File: src/rtl/guard_pkg.sv
package guard_pkg;

    // Register select on the configuration port
    typedef enum logic [1:0] {
        SEL_SHARED_TOP = 2'd0,
        SEL_PRIV_LO    = 2'd1,
        SEL_PRIV_HI    = 2'd2,
        SEL_NONE       = 2'd3
    } cfg_sel_e;

    // Violation reporter states
    typedef enum logic {
        ALM_QUIET  = 1'b0,
        ALM_RAISED = 1'b1
    } alarm_state_e;

endpackage

File: src/rtl/guard_bounds.sv
module guard_bounds
    import guard_pkg::*;
#(
    parameter int NUM_THREADS = 4,
    parameter int TID_W       = 2,
    parameter int BOUND_W     = 7
) (
    input  logic                                  clk,
    input  logic                                  rst_n,
    input  logic                                  cfg_en_i,
    input  logic                                  cfg_super_i,
    input  logic [1:0]                            cfg_sel_i,
    input  logic [TID_W-1:0]                      cfg_tid_i,
    input  logic [BOUND_W-1:0]                    cfg_val_i,
    output logic [BOUND_W-1:0]                    shr_top_o,
    output logic [NUM_THREADS-1:0][BOUND_W-1:0]   lo_o,
    output logic [NUM_THREADS-1:0][BOUND_W-1:0]   hi_o
);

    logic     apply;
    cfg_sel_e sel;

    assign apply = cfg_en_i && cfg_super_i;
    assign sel   = cfg_sel_e'(cfg_sel_i);

    always_ff @(posedge clk or negedge rst_n) begin
        if (!rst_n) begin
            shr_top_o <= '0;
        end else if (apply && sel == SEL_SHARED_TOP) begin
            shr_top_o <= cfg_val_i;
        end
    end

    for (genvar t = 0; t < NUM_THREADS; t++) begin : g_thr
        logic hit_thr;
        assign hit_thr = apply && (int'(cfg_tid_i) == t);

        always_ff @(posedge clk or negedge rst_n) begin
            if (!rst_n) begin
                lo_o[t] <= '0;
                hi_o[t] <= '0;
            end else if (hit_thr) begin
                if (sel == SEL_PRIV_LO) lo_o[t] <= cfg_val_i;
                if (sel == SEL_PRIV_HI) hi_o[t] <= cfg_val_i;
            end
        end
    end

endmodule

File: src/rtl/guard_region_check.sv
module guard_region_check #(
    parameter int NUM_THREADS = 4,
    parameter int TID_W       = 2,
    parameter int PAGE_W      = 6,
    parameter int BOUND_W     = 7
) (
    input  logic [PAGE_W-1:0]                     page_i,
    input  logic [TID_W-1:0]                      tid_i,
    input  logic [BOUND_W-1:0]                    shr_top_i,
    input  logic [NUM_THREADS-1:0][BOUND_W-1:0]   lo_i,
    input  logic [NUM_THREADS-1:0][BOUND_W-1:0]   hi_i,
    output logic                                  allow_o
);

    logic [BOUND_W-1:0]     page_ext;
    logic [NUM_THREADS-1:0] in_priv;
    logic                   in_shared;
    logic                   own_hit;

    assign page_ext  = BOUND_W'(page_i);
    assign in_shared = page_ext < shr_top_i;

    // Window match per thread: bottom inclusive, top exclusive
    for (genvar t = 0; t < NUM_THREADS; t++) begin : g_win
        assign in_priv[t] = (page_ext >= lo_i[t]) && (page_ext < hi_i[t]);
    end

    always_comb begin
        own_hit = 1'b0;
        for (int t = 0; t < NUM_THREADS; t++) begin
            if (int'(tid_i) == t) own_hit = in_priv[t];
        end
    end

    assign allow_o = in_shared || own_hit;

endmodule

File: src/rtl/guard_alarm.sv
module guard_alarm
    import guard_pkg::*;
#(
    parameter int TID_W = 2
) (
    input  logic             clk,
    input  logic             rst_n,
    input  logic             deny_i,
    input  logic [TID_W-1:0] deny_tid_i,
    input  logic             cfg_bad_i,
    input  logic [TID_W-1:0] cfg_tid_i,
    output logic             viol_o,
    output logic [TID_W-1:0] viol_tid_o
);

    alarm_state_e state_q, state_d;
    logic         offence;

    assign offence = deny_i || cfg_bad_i;

    always_comb begin
        state_d = state_q;
        unique case (state_q)
            ALM_QUIET:  if (offence)  state_d = ALM_RAISED;
            ALM_RAISED: if (!offence) state_d = ALM_QUIET;
            default:    state_d = ALM_QUIET;
        endcase
    end

    always_ff @(posedge clk or negedge rst_n) begin
        if (!rst_n) state_q <= ALM_QUIET;
        else        state_q <= state_d;
    end

    // Culprit register: a refused store outranks a bad configuration write
    always_ff @(posedge clk or negedge rst_n) begin
        if (!rst_n) begin
            viol_tid_o <= '0;
        end else if (deny_i) begin
            viol_tid_o <= deny_tid_i;
        end else if (cfg_bad_i) begin
            viol_tid_o <= cfg_tid_i;
        end
    end

    assign viol_o = (state_q == ALM_RAISED);

endmodule

File: src/rtl/spatial_write_guard.sv
module spatial_write_guard #(
    parameter int ADDR_W      = 16,
    parameter int NUM_THREADS = 4,
    parameter int PAGE_LOG2   = 10,
    parameter int TID_W       = $clog2(NUM_THREADS),
    parameter int PAGE_W      = ADDR_W - PAGE_LOG2,
    parameter int BOUND_W     = PAGE_W + 1
) (
    input  logic               clk,
    input  logic               rst_n,
    input  logic               wr_en_i,
    input  logic [ADDR_W-1:0]  wr_addr_i,
    input  logic [TID_W-1:0]   wr_tid_i,
    output logic               wr_en_o,
    input  logic               cfg_en_i,
    input  logic               cfg_super_i,
    input  logic [TID_W-1:0]   cfg_src_tid_i,
    input  logic [1:0]         cfg_sel_i,
    input  logic [TID_W-1:0]   cfg_tid_i,
    input  logic [BOUND_W-1:0] cfg_val_i,
    output logic               viol_o,
    output logic [TID_W-1:0]   viol_tid_o
);

    logic [BOUND_W-1:0]                   shr_top;
    logic [NUM_THREADS-1:0][BOUND_W-1:0]  lo_b;
    logic [NUM_THREADS-1:0][BOUND_W-1:0]  hi_b;
    logic                                 allow;
    logic                                 deny;
    logic                                 cfg_bad;
    logic                                 unused_offset;

    // Byte offset within a page plays no part in the verdict
    assign unused_offset = ^wr_addr_i[PAGE_LOG2-1:0];

    guard_bounds #(
        .NUM_THREADS (NUM_THREADS),
        .TID_W       (TID_W),
        .BOUND_W     (BOUND_W)
    ) i_bounds (
        .clk         (clk),
        .rst_n       (rst_n),
        .cfg_en_i    (cfg_en_i),
        .cfg_super_i (cfg_super_i),
        .cfg_sel_i   (cfg_sel_i),
        .cfg_tid_i   (cfg_tid_i),
        .cfg_val_i   (cfg_val_i),
        .shr_top_o   (shr_top),
        .lo_o        (lo_b),
        .hi_o        (hi_b)
    );

    guard_region_check #(
        .NUM_THREADS (NUM_THREADS),
        .TID_W       (TID_W),
        .PAGE_W      (PAGE_W),
        .BOUND_W     (BOUND_W)
    ) i_check (
        .page_i      (wr_addr_i[ADDR_W-1:PAGE_LOG2]),
        .tid_i       (wr_tid_i),
        .shr_top_i   (shr_top),
        .lo_i        (lo_b),
        .hi_i        (hi_b),
        .allow_o     (allow)
    );

    assign wr_en_o = wr_en_i && allow;
    assign deny    = wr_en_i && !allow;
    assign cfg_bad = cfg_en_i && !cfg_super_i;

    guard_alarm #(
        .TID_W (TID_W)
    ) i_alarm (
        .clk        (clk),
        .rst_n      (rst_n),
        .deny_i     (deny),
        .deny_tid_i (wr_tid_i),
        .cfg_bad_i  (cfg_bad),
        .cfg_tid_i  (cfg_src_tid_i),
        .viol_o     (viol_o),
        .viol_tid_o (viol_tid_o)
    );

endmodule

File: config.mk
export PLATFORM = sky130hd
export DESIGN_NAME = spatial_write_guard
export DESIGN_NICKNAME = d
export VERILOG_FILES = /design/src/rtl/guard_pkg.sv /design/src/rtl/guard_bounds.sv /design/src/rtl/guard_region_check.sv /design/src/rtl/guard_alarm.sv /design/src/rtl/spatial_write_guard.sv
export SDC_FILE = /design/constraint.sdc
export NUM_CORES = 1
export LEC_CHECK = 0
export BUFFER_PORTS_ARGS = -buffer_cell sky130_fd_sc_hd__buf_2
export CAP_MARGIN = 15
export CORE_UTILIZATION = 59
export DETAILED_ROUTE_END_ITERATION = 10
export PLACE_DENSITY = 0.8
export SLEW_MARGIN = 25
export SYNTH_ARGS = -nofsm -noshare
export SYNTH_HDL_FRONTEND = slang
export SYNTH_SLANG_ARGS = --single-unit
File: constraint.sdc
create_clock -name clk -period 2.7 [get_ports clk]
set_clock_uncertainty 0.1 [all_clocks]
set_input_delay 0.27 -clock clk [delete_from_list [all_inputs] [get_ports clk]]
set_output_delay 0.27 -clock clk [all_outputs]
set_load 0.01 [all_outputs]
== After elaboration in Yosys (flattened, before gate mapping) ==
Cells that the tools add are included.
Widths: inputs -> output; s select.

* Register bits after elaboration: 66
* Input port bits: 36
* Output and inout bits: 4
* Logic and storage cells: 64

* Magnitude comparators: 9
* Eq/ne operators: 8
* Multiplexer cells: 7
* Reductions and logical operators: 29

{| class="wikitable"
|+ Operator list
! kind !! count
|-
| $lt 6x7->1 || 5
|-
| $ge 6x7->1 || 4
|-
| $reduce_and 2->1 || 8
|-
| $logic_and 1x1->1 || 13
|-
| $eq 2x2->1 const B || 5
|-
| $eq 2x1->1 const B || 3
|-
| $logic_not 2->1 || 3
|-
| $mux 1 || 5
|-
| $mux 2 || 2
|-
| $logic_not 1->1 || 2
|-
| $logic_or 1x1->1 || 2
|-
| $reduce_bool 2->1 || 1
|}

== Longest topological paths before layout ==
* Depth after elaboration: 11
* Mapped depth: 9
* Mapped depth without buffers: 9

== Modules after synthesis ==
Synthesis repeated with hierarchy kept, for this count alone.

* Cell total of the unflattened synthesis: 330
* Area total of the unflattened synthesis: 3,868.7 sq um

{| class="wikitable"
|+ Modules (own cells, without submodules)
! module !! times used !! cells each !! area each (sq um) !! sequential area each (sq um)
|-
| guard_bounds || 1 || 145 || 2,486.1 || 1,576.5
|-
| guard_region_check || 1 || 172 || 1,241.2 || 0.0
|-
| guard_alarm || 1 || 10 || 118.9 || 75.1
|-
| spatial_write_guard || 1 || 3 || 22.5 || 0.0
|}

== Worst setup path before layout ==
Ideal clock, no wire load.

* Path kind: input to register
* Start: in wr_addr_i[10]
* End: reg i_alarm.viol_tid_o[0]
* Setup time: 128 ps
* Arrival time: 2,006 ps
* Data required time: 2,472 ps
* Path slack: 466 ps
* Cell stages on the path: 9
* Buffers on the path: 0
* Cell sequence: inv_1 > ha_1 > nand2b_4 > a2111oi_4 > o21bai_1 > a21oi_2 > o32ai_2 > nor3_4 > mux2_1

* Longest elaborated chain between the ends: 10
* Elaborated cells on any way between the ends: 22
* Those cells by class: order compare (9); mux (5); reduce/logical (8)

{| class="wikitable"
|+ Ends and longest elaborated chain
! what !! RTL line !! text
|-
| start, declared || spatial_write_guard.sv:12 || <nowiki>input logic [ADDR_W-1:0] wr_addr_i,</nowiki>
|-
| $ge 6x7->1 or $lt 6x7->1 (tied branches) || guard_region_check.sv:25 || <nowiki>assign in_priv[t] = (page_ext >= lo_i[t]) && (page_ext < hi_i[t]);</nowiki>
|-
| $logic_and 1x1->1 || guard_region_check.sv:25 ||
|-
| $mux 1 (4 in a row) || guard_region_check.sv:31 || <nowiki>if (int'(tid_i) == t) own_hit = in_priv[t];</nowiki>
|-
| $logic_or 1x1->1 * || guard_region_check.sv:35 || <nowiki>assign allow_o = in_shared || own_hit;</nowiki>
|-
| $logic_not 1->1 * || spatial_write_guard.sv:68 || <nowiki>assign deny = wr_en_i && !allow;</nowiki>
|-
| $logic_and 1x1->1 * || spatial_write_guard.sv:68 ||
|-
| $mux 2 or $reduce_bool 2->1 (tied branches) || - ||
|-
| end signal, assigned || guard_alarm.sv:40 || <nowiki>viol_tid_o <= deny_tid_i;</nowiki>
|-
| end signal, assigned || guard_alarm.sv:42 || <nowiki>viol_tid_o <= cfg_tid_i;</nowiki>
|-
| end, declared || guard_alarm.sv:13 || <nowiki>output logic [TID_W-1:0] viol_tid_o</nowiki>
|}

Mark *: on every way between the ends. The rest lies on a longest branch, timed or not.
A chain may end at the register's enable or synchronous reset.

== Final worst setup path ==
* Start: reg i_bounds.lo_o[0] (netlist bit)
* End: out wr_en_o

* Longest elaborated chain between the ends: 8

{| class="wikitable"
|+ Ends and longest elaborated chain
! what !! RTL line !! text
|-
| start, declared || guard_bounds.sv:16 || <nowiki>output logic [NUM_THREADS-1:0][BOUND_W-1:0] lo_o,</nowiki>
|-
| start signal, assigned by index || guard_bounds.sv:43 || <nowiki>if (sel == SEL_PRIV_LO) lo_o[t] <= cfg_val_i;</nowiki>
|-
| $ge 6x7->1 || guard_region_check.sv:25 ||
|-
| $logic_and 1x1->1 || guard_region_check.sv:25 ||
|-
| $mux 1 (4 in a row) || guard_region_check.sv:31 ||
|-
| $logic_or 1x1->1 || guard_region_check.sv:35 ||
|-
| $logic_and 1x1->1 || spatial_write_guard.sv:67 || <nowiki>assign wr_en_o = wr_en_i && allow;</nowiki>
|-
| end, declared || spatial_write_guard.sv:14 || <nowiki>output logic wr_en_o,</nowiki>
|}

No other way between the ends.

==> flow_summary.toml <==
[outcome]
status = "complete, no violations"

[worst_setup_path]
worst_r2r_path_depth = 9
timing.rr.end = "i_alarm.viol_tid_o[0]"
worstSetupStartpointType = "register"
critPathMaxFanout = 2
startpoint = "i_bounds.lo_o[0]"
arrival_ns = 2.25
reg2reg_slack_ns = 0.26
r2r-start = "i_bounds.lo_o[0]"
worstSetupEndpointType = "output pin"
criticalPathCategory = "register to output pin"
cp_data_required_time_ns = 2.33

[clocking]
htreeDepth = 3
cts.sinks = 66
clkLatencyLatePin_ns = 0.35
clk_path_buf_depth = 2
tritoncts = "yes"
cts-buffers-inserted = 9
cts-root-buf = "clkbuf_8"
clkTransAtPathRegs_ns = 0.07

[layout]
num-fill-cells = 432
diodes = 0
fin_nets = 500
final_cell_mix = "dfrtp_1 (66), inv_1 (49), ha_1 (49)"
syn_to_final_growth_pct = 15.3
design_area_mm2 = 0.00432
final_common_cell = "dfrtp_1"
layout.cells.non_filler = 495
drive_gt1_share_pct = 23.3

[global_routing]
grt_pass1_vias = 2828
grt_pass1_wl_um = 13900
grt_usage_pct = 29.2
antenna_found_initial = 0
grt_max_degree = 34
grt_overflow = 0

[die]
core_area_mm2 = 0.00603
num_rows = 28
start_util_pct = 62.2
die_w_um = 81.7
io_pins = 40
die_area_mm2 = 0.00667
die_h_um = 81.7

[timing]
finalHoldViolations = 0
tightest_slew_ns = 0.734
setup_viol = 0
final.setup.tns_ns = 0
fmax_mhz = 382
fin_crit_sh_pct = 97.0
rsz0062_at_grt = "true"
worst_slew_margin_rel_pct = 51.0
layout_setup_ws_ns = 0.0822
final.min_clock_period_ns = 2.62
final_max_slew_viol_count = 0

[synth]
synthCells = 375
ys_ff_latch = 66
syn_avg_cell_area_um2 = 9.99
syn_area_mm2 = 0.00375
ys_warn_count = 0
ys_types = 36
yosysSeqAreaShare_pct = 44.1
syn-num-nets = 460

[place]
dp_slack_ns = 0.149
dp_cells = 477
place_hpwl_um = 6090
port_buffers = 29
place_area_mm2 = 0.00402
routabilityCongestion = 0.850

[detailed_routing]
dr.first_iter.drc_count = 150
drtAntennaViolNets = 0
vias = 2808
drtPass1Iterations = 4
drc_errors = 0
wl_um = 8400
viasPerCell = 5.67
wl_per_cell_um = 17.0

[min_path]
hp-start = "wr_tid_i[1]"
hold_depth = 2
min_to = "i_alarm.viol_tid_o[1]"
min_path_type = "input port to register"

[power_and_ir_drop]
power.leakage_uw = 0.00211
total_power_uw = 3050
powerDensity_mw_per_mm2 = 705
vdd_ir_drop_max_mv = 0.487

[run]
maxCapViolations = 0
-- kinds of logic after synthesis --
family,after synthesis,share of synthesized area [%]
adders and majority gates,49,16.4
AOI/OAI and AO/OA,80,13.1
and+or+nand+nor,87,10.8
DFF,66,44.1
buffers and inverters,61,6.11
muxes,32,9.62
-- layout make-up --
cell class	count	area [um^2]	area share, %
sequential	66	1650	38.2
tap	75	93.8	2.17
clock buffer	11	141	3.27
multi-input combinational	248	1930	44.8
inverter	49	184	4.26
timing repair buffer	41	238	5.50
clock inverter	5	77.6	1.80
-- what timing repair did --
item	CTS	global route
setup buffers	0	1
hold buffers	1	0
endpoints found under the setup margin	1	1
cloned	0	0
pin swaps	2	5
resized for setup	1	12
hold endpoints to repair	31	0
-- state kept, by name (all words and copies together), names as in the netlist --
signal              count
i_bounds.lo_o          28
i_bounds.hi_o          28
i_bounds.shr_top_o      7
i_alarm.viol_o          1
i_alarm.viol_tid_o      2
-- how the worst max path moves through the flow --
stage	depth (start not counted)	slack, ns	to
final	8	0.08	wr_en_o
after global routing	8	-0.07	wr_en_o
after CTS	8	0.007	wr_en_o
after detailed placement	10	0.15	wr_en_o
after global placement	10	0.12	wr_en_o
after floorplan	9	0.47	i_alarm.viol_tid_o[0]
-- worst max-delay path, stage by stage, from the launching register on --
cell	delay [ns]
dfrtp_1	0.38
ha_1	0.27
nand2b_4	0.15
a2111oi_4	0.30
o21bai_1	0.13
a21oi_2	0.18
o32ai_4	0.10
o31a_1	0.26
buf_2	0.14
-- cell usage after synthesis (all sizes together) --
cell type	count	area [um^2]
a211o	1	8.76
o211a	1	10.0
inv	49	184
nand3	4	20.0
nor4b	1	8.76
nor4	1	6.26
nor3b	2	15.0
a21oi	12	63.8
o41ai	2	17.5
o21ai	47	235
o21bai	2	15.0
a21boi	1	7.51
clkbuf	12	45.0
nor2b	3	18.8
o21a	2	15.0
o31a	1	8.76
a21o	2	15.0
a2111oi	1	27.5
a221oi	1	8.76
mux2	32	360
a31oi	2	12.5
nor2	12	45.0
o211ai	1	7.51
dfrtp	66	1650
o22ai	2	12.5
nand2b	7	51.3
nor3	9	56.3
nand4	1	6.26
a211oi	1	7.51
ha	49	613
nand2	47	176
o32ai	1	16.3
-- through the flow --
| stage | utilization, % | hold WS [ns] |
|---|---|---|
| 2_1_floorplan | - | -0.126 |
| 6_report | 71.7 | 0.149 |
| 4_1_cts | 70.5 | 0.123 |
| 3_3_place_gp | 66.7 | 0.263 |
| 5_1_grt | 71.7 | 0.139 |
| 3_5_place_dp | 66.7 | 0.280 |
-- power breakdown --
| group | switching [uW] | internal (uW) | total [uW] |
|---|---|---|---|
| Combinational | 462 | 375 | 838 |
| Clock | 382 | 542 | 924 |
| Sequential | 80.3 | 1200 | 1280 |
| Total | 925 | 2120 | 3050 |
-- per-layer routing --
| layer | vias up | wire length [um] | GRT usage (%) |
|---|---|---|---|
| li1 | 1361 | - | - |
| met1 | 1366 | 3860 | 37.7 |
| met2 | 68 | 4000 | 47.5 |
| met3 | 13 | 373 | 8.78 |
| met4 | 0 | 166 | 8.60 |
| met5 | - | 0 | 0 |
(Power assumes the default switching activity.)
